### src/rtl/vrc_pkg.sv
package vrc_pkg;
  localparam int VA_W = 32;
  localparam int PA_W = 29;

  typedef enum logic [2:0] {
    SEG_LOW       = 3'd0,
    SEG_DIRECT_C  = 3'd1,
    SEG_DIRECT_U  = 3'd2,
    SEG_MAPPED_HI = 3'd3,
    SEG_CTRL      = 3'd4,
    SEG_USER_SQ   = 3'd5,
    SEG_USER_OCM  = 3'd6,
    SEG_NONE      = 3'd7
  } seg_e;

  typedef struct packed {
    seg_e            seg;
    logic            cache;
    logic            xlate;
    logic            err;
    logic [PA_W-1:0] paddr;
  } verdict_t;

  // privileged region from the three top address bits
  function automatic seg_e f_priv_seg(input logic [2:0] top3);
    case (top3)
      3'b100:  f_priv_seg = SEG_DIRECT_C;
      3'b101:  f_priv_seg = SEG_DIRECT_U;
      3'b110:  f_priv_seg = SEG_MAPPED_HI;
      3'b111:  f_priv_seg = SEG_CTRL;
      default: f_priv_seg = SEG_LOW;
    endcase
  endfunction

  function automatic logic f_seg_cacheable(input seg_e s);
    f_seg_cacheable = (s == SEG_LOW) || (s == SEG_DIRECT_C) || (s == SEG_MAPPED_HI);
  endfunction

  function automatic logic f_seg_mapped(input seg_e s);
    f_seg_mapped = (s == SEG_LOW) || (s == SEG_MAPPED_HI);
  endfunction

  // address inside an aligned window of 2**lg bytes starting at base
  function automatic logic f_in_window(input logic [VA_W-1:0] va,
                                       input logic [VA_W-1:0] base,
                                       input int unsigned lg);
    f_in_window = ((va ^ base) >> lg) == '0;
  endfunction
endpackage

### src/rtl/vrc_decode.sv
module vrc_decode
  import vrc_pkg::*;
#(
  parameter logic [VA_W-1:0] SQ_BASE  = 32'hE000_0000,
  parameter int unsigned     SQ_LG    = 26,
  parameter logic [VA_W-1:0] OCM_BASE = 32'hE500_0000,
  parameter int unsigned     OCM_LG   = 24
) (
  input  logic [VA_W-1:0] vaddr,
  output seg_e            priv_seg,
  output logic            is_low,
  output logic            hit_sq,
  output logic            hit_ocm
);
  assign priv_seg = f_priv_seg(vaddr[VA_W-1 -: 3]);
  assign is_low   = ~vaddr[VA_W-1];
  assign hit_sq   = f_in_window(vaddr, SQ_BASE, SQ_LG);
  assign hit_ocm  = f_in_window(vaddr, OCM_BASE, OCM_LG);
endmodule

### src/rtl/vrc_policy.sv
module vrc_policy
  import vrc_pkg::*;
(
  input  logic [VA_W-1:0] vaddr,
  input  logic            priv,
  input  logic            xlate_en,
  input  logic            sq_lock,
  input  logic            ocm_user,
  input  seg_e            priv_seg,
  input  logic            is_low,
  input  logic            hit_sq,
  input  logic            hit_ocm,
  output verdict_t        verdict,
  output logic            user_blocked
);
  seg_e seg_sel;
  logic sq_open, ocm_open;

  assign sq_open      = hit_sq && !sq_lock;
  assign ocm_open     = hit_ocm && ocm_user;
  assign user_blocked = !priv && !is_low && !sq_open && !ocm_open;

  always_comb begin
    if (priv)          seg_sel = priv_seg;
    else if (is_low)   seg_sel = SEG_LOW;
    else if (sq_open)  seg_sel = SEG_USER_SQ;
    else if (ocm_open) seg_sel = SEG_USER_OCM;
    else               seg_sel = SEG_NONE;
  end

  always_comb begin
    verdict       = '0;
    verdict.seg   = seg_sel;
    verdict.err   = user_blocked;
    if (!user_blocked) begin
      verdict.cache = f_seg_cacheable(seg_sel);
      verdict.xlate = xlate_en && f_seg_mapped(seg_sel);
      verdict.paddr = verdict.xlate ? '0 : vaddr[PA_W-1:0];
    end
  end
endmodule

### src/rtl/vrc_stage.sv
module vrc_stage
  import vrc_pkg::*;
(
  input  logic     clk,
  input  logic     rst_n,
  input  logic     in_valid,
  output logic     in_ready,
  input  verdict_t d,
  output logic     out_valid,
  input  logic     out_ready,
  output verdict_t q,
  output logic     accept
);
  assign in_ready = !out_valid || out_ready;
  assign accept   = in_valid && in_ready;

  always_ff @(posedge clk) begin
    if (!rst_n) begin
      out_valid <= 1'b0;
      q         <= '0;
    end else if (accept) begin
      out_valid <= 1'b1;
      q         <= d;
    end else if (out_ready) begin
      out_valid <= 1'b0;
    end
  end
endmodule

### src/rtl/vaddr_region_check.sv
module vaddr_region_check
  import vrc_pkg::*;
#(
  parameter logic [VA_W-1:0] SQ_BASE  = 32'hE000_0000,
  parameter int unsigned     SQ_LG    = 26,
  parameter logic [VA_W-1:0] OCM_BASE = 32'hE500_0000,
  parameter int unsigned     OCM_LG   = 24
) (
  input  logic            clk,
  input  logic            rst_n,
  input  logic            in_valid,
  output logic            in_ready,
  input  logic [VA_W-1:0] in_vaddr,
  input  logic            in_priv,
  input  logic            cfg_xlate_en,
  input  logic            cfg_sq_lock,
  input  logic            cfg_ocm_user,
  output logic            out_valid,
  input  logic            out_ready,
  output logic [2:0]      out_region,
  output logic            out_cacheable,
  output logic            out_xlate,
  output logic            out_addr_err,
  output logic [PA_W-1:0] out_paddr
);
  seg_e     priv_seg;
  logic     is_low, hit_sq, hit_ocm;
  verdict_t verdict_d, verdict_q;
  logic     user_blocked;
  logic     accept;

  vrc_decode #(
    .SQ_BASE(SQ_BASE), .SQ_LG(SQ_LG), .OCM_BASE(OCM_BASE), .OCM_LG(OCM_LG)
  ) u_decode (
    .vaddr(in_vaddr), .priv_seg(priv_seg), .is_low(is_low),
    .hit_sq(hit_sq), .hit_ocm(hit_ocm)
  );

  vrc_policy u_policy (
    .vaddr(in_vaddr), .priv(in_priv), .xlate_en(cfg_xlate_en),
    .sq_lock(cfg_sq_lock), .ocm_user(cfg_ocm_user),
    .priv_seg(priv_seg), .is_low(is_low), .hit_sq(hit_sq), .hit_ocm(hit_ocm),
    .verdict(verdict_d), .user_blocked(user_blocked)
  );

  vrc_stage u_stage (
    .clk(clk), .rst_n(rst_n), .in_valid(in_valid), .in_ready(in_ready),
    .d(verdict_d), .out_valid(out_valid), .out_ready(out_ready),
    .q(verdict_q), .accept(accept)
  );

  assign out_region    = verdict_q.seg;
  assign out_cacheable = verdict_q.cache;
  assign out_xlate     = verdict_q.xlate;
  assign out_addr_err  = verdict_q.err;
  assign out_paddr     = verdict_q.paddr;
endmodule

### config.mk
export PLATFORM = sky130hd
export DESIGN_NAME = vaddr_region_check
export DESIGN_NICKNAME = d
export VERILOG_FILES = /design/src/rtl/vrc_pkg.sv /design/src/rtl/vrc_decode.sv /design/src/rtl/vrc_policy.sv /design/src/rtl/vrc_stage.sv /design/src/rtl/vaddr_region_check.sv
export SDC_FILE = /design/constraint.sdc
export NUM_CORES = 1
export LEC_CHECK = 0
export BUFFER_PORTS_ARGS = -buffer_cell sky130_fd_sc_hd__buf_2
export CAP_MARGIN = 20
export CORE_ASPECT_RATIO = 1.2
export CORE_MARGIN = 4
export CORE_UTILIZATION = 45
export DETAILED_ROUTE_END_ITERATION = 8
export PLACE_DENSITY = 0.75
export SETUP_SLACK_MARGIN = 0.2
export SLEW_MARGIN = 25
export SYNTH_ARGS = -nofsm -noshare
export SYNTH_HDL_FRONTEND = slang
export SYNTH_HIERARCHICAL = 1
export SYNTH_SLANG_ARGS = --single-unit
### constraint.sdc
create_clock -name clk -period 1.65 [get_ports clk]
set_input_delay 0.0825 -clock clk [delete_from_list [all_inputs] [get_ports clk]]
set_output_delay 0.0825 -clock clk [all_outputs]
set_load 0.01 [all_outputs]
==> flow_summary.toml, run 1 <==
[status]
outcome = "complete, no violations"

[worst_hold_path]
worstHoldPathCells = 3
hold-path-endpoint = "u_stage/out_valid"
worstHoldPathType = "input pin to register"
hp-start = "in_valid"

[clock_tree]
clock_latency_ns = 0.28
clockBufferDepth = 2
cts_buffers = 5
cts_tree = "built"
ctsHtreeMaxLevel = 2
cts.clk_slew.worst_paths_ns = 0.07
cts_root_buf = "clkbuf_8"
post-cts-setup-buffer-count = 0
cts_hold_buf = 0
cts_resized = 0
clock_sinks = 36

[die]
dieArea_sq_um = 5534
die_w_um = 68.58
rows = 26
coreArea_sq_um = 4262
dieHeight_um = 80.70
start_util_pct = 46.51
num_io_pins = 77

[logic_synthesis]
syn_area_per_cell_sq_um = 9.009
synth_area_leader_cell = "dfxtp_1"
yosysMostFrequentCell = "nand2_1"
yosys.cell_types.count = 28
ys_top_cells_by_area = "dfxtp_1 (36%), mux2i_1 (18%), nand2_1 (14%), nor3b_1 (9.1%), buf_12 (4.0%)"
yosysWarnings = 6
yosysTopAreaCellShare_pct = 36.36
yosys_most_used_dff = "dfxtp_1"
yosysSeqAreaShare_pct = 36.36
synth_edf_count = 0
syn-num-nets = 260
synth_cells = 220
postSynth.asyncResetShare_pct = 0
synthTopCellsByCount = "nand2_1 (73), dfxtp_1 (36), mux2i_1 (35)"
syn_area_sq_um = 1982
ys_seq_elements = 36

[place]
dpl.hpwl_um = 2977
gp_congestion = 0.8033
placed_area_sq_um = 2351
io_buffer_count = 76
placedCellCount = 337

[setup_path]
cp_num_buf_inv = 3
crit_chain = "buf_2 -> inv_1 -> nor2_1 -> and2b_1 -> o41ai_4 -> buf_12 -> nor3b_1 -> nand2_1 -> mux2i_1"
cp_slowest_cell = "o41ai_4"
rr_worst_depth = 4
reg2reg_to = "u_stage/q[12]"
startpoint_type = "input pin"
cp_max_fo = 30
rr_startpoint = "u_stage/out_valid"
cp-end-kind = "register"
rrSetupSlack_ns = 0.40
crit_type = "input pin to register"
cp_top_family = "simple AND/OR/NAND/NOR gates"
worst_path_largest_cell_delay_ns = 0.34
crit_required_ns = 1.82
critical_path_arrival_ns = 1.45

[grt]
grt_pass1_wl_um = 6644
grt_pass1_vias = 1523
grt_max_degree = 72
grtUsageTotal_pct = 15.52
overflow = 0
antenna_found_initial = 0

[timing]
timing.fmax_mhz = 778.8
worstMarginPinSlew_ns = 0.3232
final_max_slew_viol_count = 0
finalSetupTns_ns = 0
fin_crit_sh_pct = 77.82
setup_viol = 0
max-slew-margin-rel_pct = 78.41
holdWs_ns = 0.06230
fin_skew_ns = 0.006409
finalHoldViolCount = 0
rsz0062_at_grt = "no"
period_minus_slack_ns = 1.284

[final_layout]
nets = 328
final_util_pct = 57.37
final_cells = 345
fillers = 412
seq_area_sq_um = 720.7
design_area_sq_um = 2445
syn_to_final_growth_pct = 23.36
antenna_cells = 0
drive_gt1_share_pct = 34.60
multi_input_area_sq_um = 1074

[pwr]
power_switching_mw = 0.5349
seq_power_share_pct = 47.4
powerDensity_nw_per_um2 = 812.1
p_int_mw = 1.450
clkPwrFrac_pct = 32.3
p_leak_nw = 1.161
ir_drop_v = 0.0005471
switching_share_pct = 26.94
p_comb_share_pct = 20.3

[job]
cap_violations = 0

[routing]
routed_wl_um = 4179
drt_drc_violations_left = 0
avgRoutedWirePerCell_um = 12.11
drt_iter0_markers = 101
drt_first_pass_iters = 4
routed_via_density = 4.794
num_vias = 1654
ant_nets = 0
## worst max path at each step
stage | startpoint | endpoint | slack, ns | cells after the start
after global placement | in_vaddr[31] | u_stage/q[6] | 0.13 | 9
after CTS | in_vaddr[29] | u_stage/q[9] | 0.37 | 9
after global routing | in_vaddr[29] | u_stage/q[10] | 0.22 | 9
after detailed placement | in_vaddr[31] | u_stage/q[9] | 0.07 | 9
after floorplan | in_vaddr[31] | u_stage/q[16] | 0.28 | 8
final | in_vaddr[31] | u_stage/q[12] | 0.37 | 9
## worst reg2reg max path: stages, from the launching register on
cell	delay (ns)
dfxtp_1	0.34
nand2b_4	0.08
and2_4	0.31
buf_12	0.24
mux2i_1	0.22
## logic make-up (layout without fill, tap and decap cells)
logic type / count (synthesis) / count (layout) / share of synthesized area, %
simple gates: 116 / 116 / 32.26
compound gates: 7 / 7 / 3.347
flops: 36 / 36 / 36.36
buf+inv: 25 / 94 / 9.912
mux: 35 / 35 / 17.68
xor+xnor: 1 / 1 / 0.4420
## layout by cell type (no fill, tap or decap)
master,instances
buf_2,76
nand2_1,73
dfxtp_1,36
mux2i_1,35
nor3b_1,24
clkbuf_8,6
inv_1,5
nor3b_2,5
buf_12,4
nor2_1,2
nand3b_1,2
nor2b_1,2
nand2b_4,2
o21ai_0,2
clkinvlp_4,1
clkbuf_1,1
xnor2_1,1
nand3_2,1
nor4_1,1
nor4_2,1
nor4b_4,1
o31ai_1,1
o21a_1,1
and2b_1,1
o41ai_4,1
o22ai_1,1
buf_4,1
and2_4,1
a21boi_0,1
## per-stage QoR
stage	setup slack [ns]	total power, mW
2_1_floorplan	0.2833	1.253
3_3_place_gp	0.1258	1.363
3_5_place_dp	0.06612	1.369
4_1_cts	0.3689	2.020
5_1_grt	0.2167	2.105
6_report	0.3659	1.985
## layer usage
metal | global-route usage, % | wire length, um
met5 | 0 | 0
met4 | 5.368 | 21
met3 | 2.937 | 251
met1 | 18.14 | 1838
met2 | 27.51 | 2068
## sequential cells by signal, summed over array words and instances, names as in the netlist
register,count
u_stage/q,35
u_stage/out_valid,1
## cell type report
cell class / instances / share of cell area, %
Multi-Input combinational cell: 159 / 43.91
Sequential cell: 36 / 29.48
Timing Repair Buffer: 81 / 19.14
Clock buffer: 7 / 3.531
Tap cell: 56 / 2.866
Inverter: 5 / 0.7677
Clock inverter: 1 / 0.3071
## power by group through the flow
stage	combinational (mW)	clock [mW]	sequential, mW
floorplan	0.269	0	0.984
global placement	0.403	0	0.960
detailed placement	0.408	0	0.961
CTS	0.409	0.670	0.942
global route	0.447	0.711	0.947
finish	0.403	0.641	0.942
Note: power is estimated with default switching activity, not from simulation.
==> run 2, diff against run 1 <==
==> constraint.sdc (replaced) <==
create_clock -name clk -period 1.3 [get_ports clk]
set_input_delay 0.065 -clock clk [delete_from_list [all_inputs] [get_ports clk]]
set_output_delay 0.065 -clock clk [all_outputs]
set_load 0.01 [all_outputs]
==> flow_summary.toml, run 2 (synthesis results as in run 1) <==
[clock_tree]
cts_hold_buf = 0
clock_latency_ns = 0.28
cts_buffers = 5
clockBufferDepth = 2
clock_sinks = 36
ctsHtreeMaxLevel = 2
cts_tree = "built"
cts.clk_slew.worst_paths_ns = 0.07
cts_root_buf = "clkbuf_8"

[worst_hold_path]
worstHoldPathType = "input pin to register"
worstHoldPathCells = 3

[routing]
ant_nets = 0
routed_wl_um = 4630
drt_drc_violations_left = 0
num_vias = 1726
drt_iter0_markers = 93
drt_first_pass_iters = 4
avgRoutedWirePerCell_um = 13.08
routed_via_density = 4.876

[setup_path]
crit_chain = "buf_6 -> xnor2_2 -> nor2_1 -> and2b_1 -> o41ai_4 -> buf_12 -> nor3b_2 -> nand2_1 -> mux2i_1"
reg2reg_to = "u_stage/q[16]"
rr_worst_depth = 4
cp_max_fo = 30
worst_path_largest_cell_delay_ns = 0.34
startpoint_type = "input pin"
cp-end-kind = "register"
crit_required_ns = 1.47
critical_path_arrival_ns = 1.39
rr_startpoint = "u_stage/out_valid"
crit_end = "u_stage/q[16]"
cp_slowest_cell = "o41ai_4"
crit_type = "input pin to register"
rrSetupSlack_ns = 0.24
startpoint = "in_vaddr[29]"

[place]
io_buffer_count = 76
gp_congestion = 0.8689
placed_area_sq_um = 2397
dpl.hpwl_um = 3049

[grt]
grt_pass1_vias = 1510
grt_pass1_wl_um = 6872
overflow = 0
antenna_found_initial = 0
grtUsageTotal_pct = 15.95
grt_max_degree = 72

[timing]
period_minus_slack_ns = 1.222
timing.fmax_mhz = 818.3
setup_viol = 0
holdWs_ns = 0.03061
worstMarginPinSlew_ns = 0.5090
max-slew-margin-rel_pct = 65.93
final_max_slew_viol_count = 0
finalSetupTns_ns = 0
fin_skew_ns = 0.006094
rsz0062_at_grt = "yes"
fin_crit_sh_pct = 94.00
finalHoldViolCount = 0

[final_layout]
seq_area_sq_um = 721.9
design_area_sq_um = 2616
fillers = 388
largest_register_ffs = 35
multi_input_area_sq_um = 1126
reg.largest.list = "u_stage/q (35), u_stage/out_valid (1)"
syn_to_final_growth_pct = 32.01
drive_gt1_share_pct = 39.26
antenna_cells = 0
nets = 337
regMostFlops = "u_stage/q"
final_cell_mix = "buf_2 (72), nand2_1 (72), mux2i_1 (35), dfxtp_1 (35), nor3b_1 (22)"

[status]
outcome = "complete, no violations"

[die]
die_w_um = 68.58
dieArea_sq_um = 5534
coreArea_sq_um = 4262
rows = 26
start_util_pct = 46.51
num_io_pins = 77
dieHeight_um = 80.70

[job]
cap_violations = 0

[pwr]
ir_drop_v = 0.0006650
powerDensity_nw_per_um2 = 991.3
p_leak_nw = 1.238
[run 2: worst max-delay path: cells and delay by family]
kind	cells	cell delay [ns]
and+or+nand+nor	4	0.40
muxes	1	0.08
xor gates and xnor gates	1	0.14
buffers and inverters	2	0.35
AOI/OAI and AO/OA	1	0.34
[run 2: cell type report]
type / count / area share, %
Clock buffer: 7 / 3.300
Clock inverter: 1 / 0.2869
Inverter: 5 / 0.7174
Multi-Input combinational cell: 159 / 43.04
Sequential cell: 36 / 27.59
Tap cell: 56 / 2.678
Timing Repair Buffer: 90 / 22.38
[run 2: repair_timing]
item,CTS,global route
pin swaps,0,5
gates resized for setup,1,19
cloned,0,2
endpoints found under the setup margin,31,32
setup buffers,0,1
[run 2: how the worst min path moves through the flow]
stage	slack [ns]	to	from
final	0.03	u_stage/out_valid	in_valid
after global routing	0.04	u_stage/out_valid	in_valid
after CTS	0.03	u_stage/out_valid	in_valid
after detailed placement	0.33	u_stage/out_valid	in_valid
after global placement	0.32	u_stage/out_valid	in_valid
after floorplan	0.20	u_stage/out_valid	in_valid
[run 2: per-layer routing]
metal / routed length [um] / GRT usage (%)
met1: 2089 / 19.76
met5: 0 / 0
met3: 238 / 3.497
met4: 40 / 5.964
met2: 2262 / 26.46
[run 2: report_power, final]
| part | switching [mW] | internal (mW) | total, mW |
|---|---|---|---|
| Combinational | 0.285 | 0.281 | 0.566 |
| Clock | 0.400 | 0.431 | 0.831 |
| Sequential | 0.0314 | 1.16 | 1.20 |
[run 2: per-stage QoR]
stage          power, mW  std cells  setup WS (ns)  util (%)
6_report           2.594        354        0.07800     61.39
5_1_grt            2.721        354       -0.02023     61.39
3_3_place_gp       1.742        343        -0.1915     56.25
4_1_cts            2.586        351        0.04417     58.51
2_1_floorplan      1.591        220       -0.04415         -
3_5_place_dp       1.750        343        -0.2888     56.25
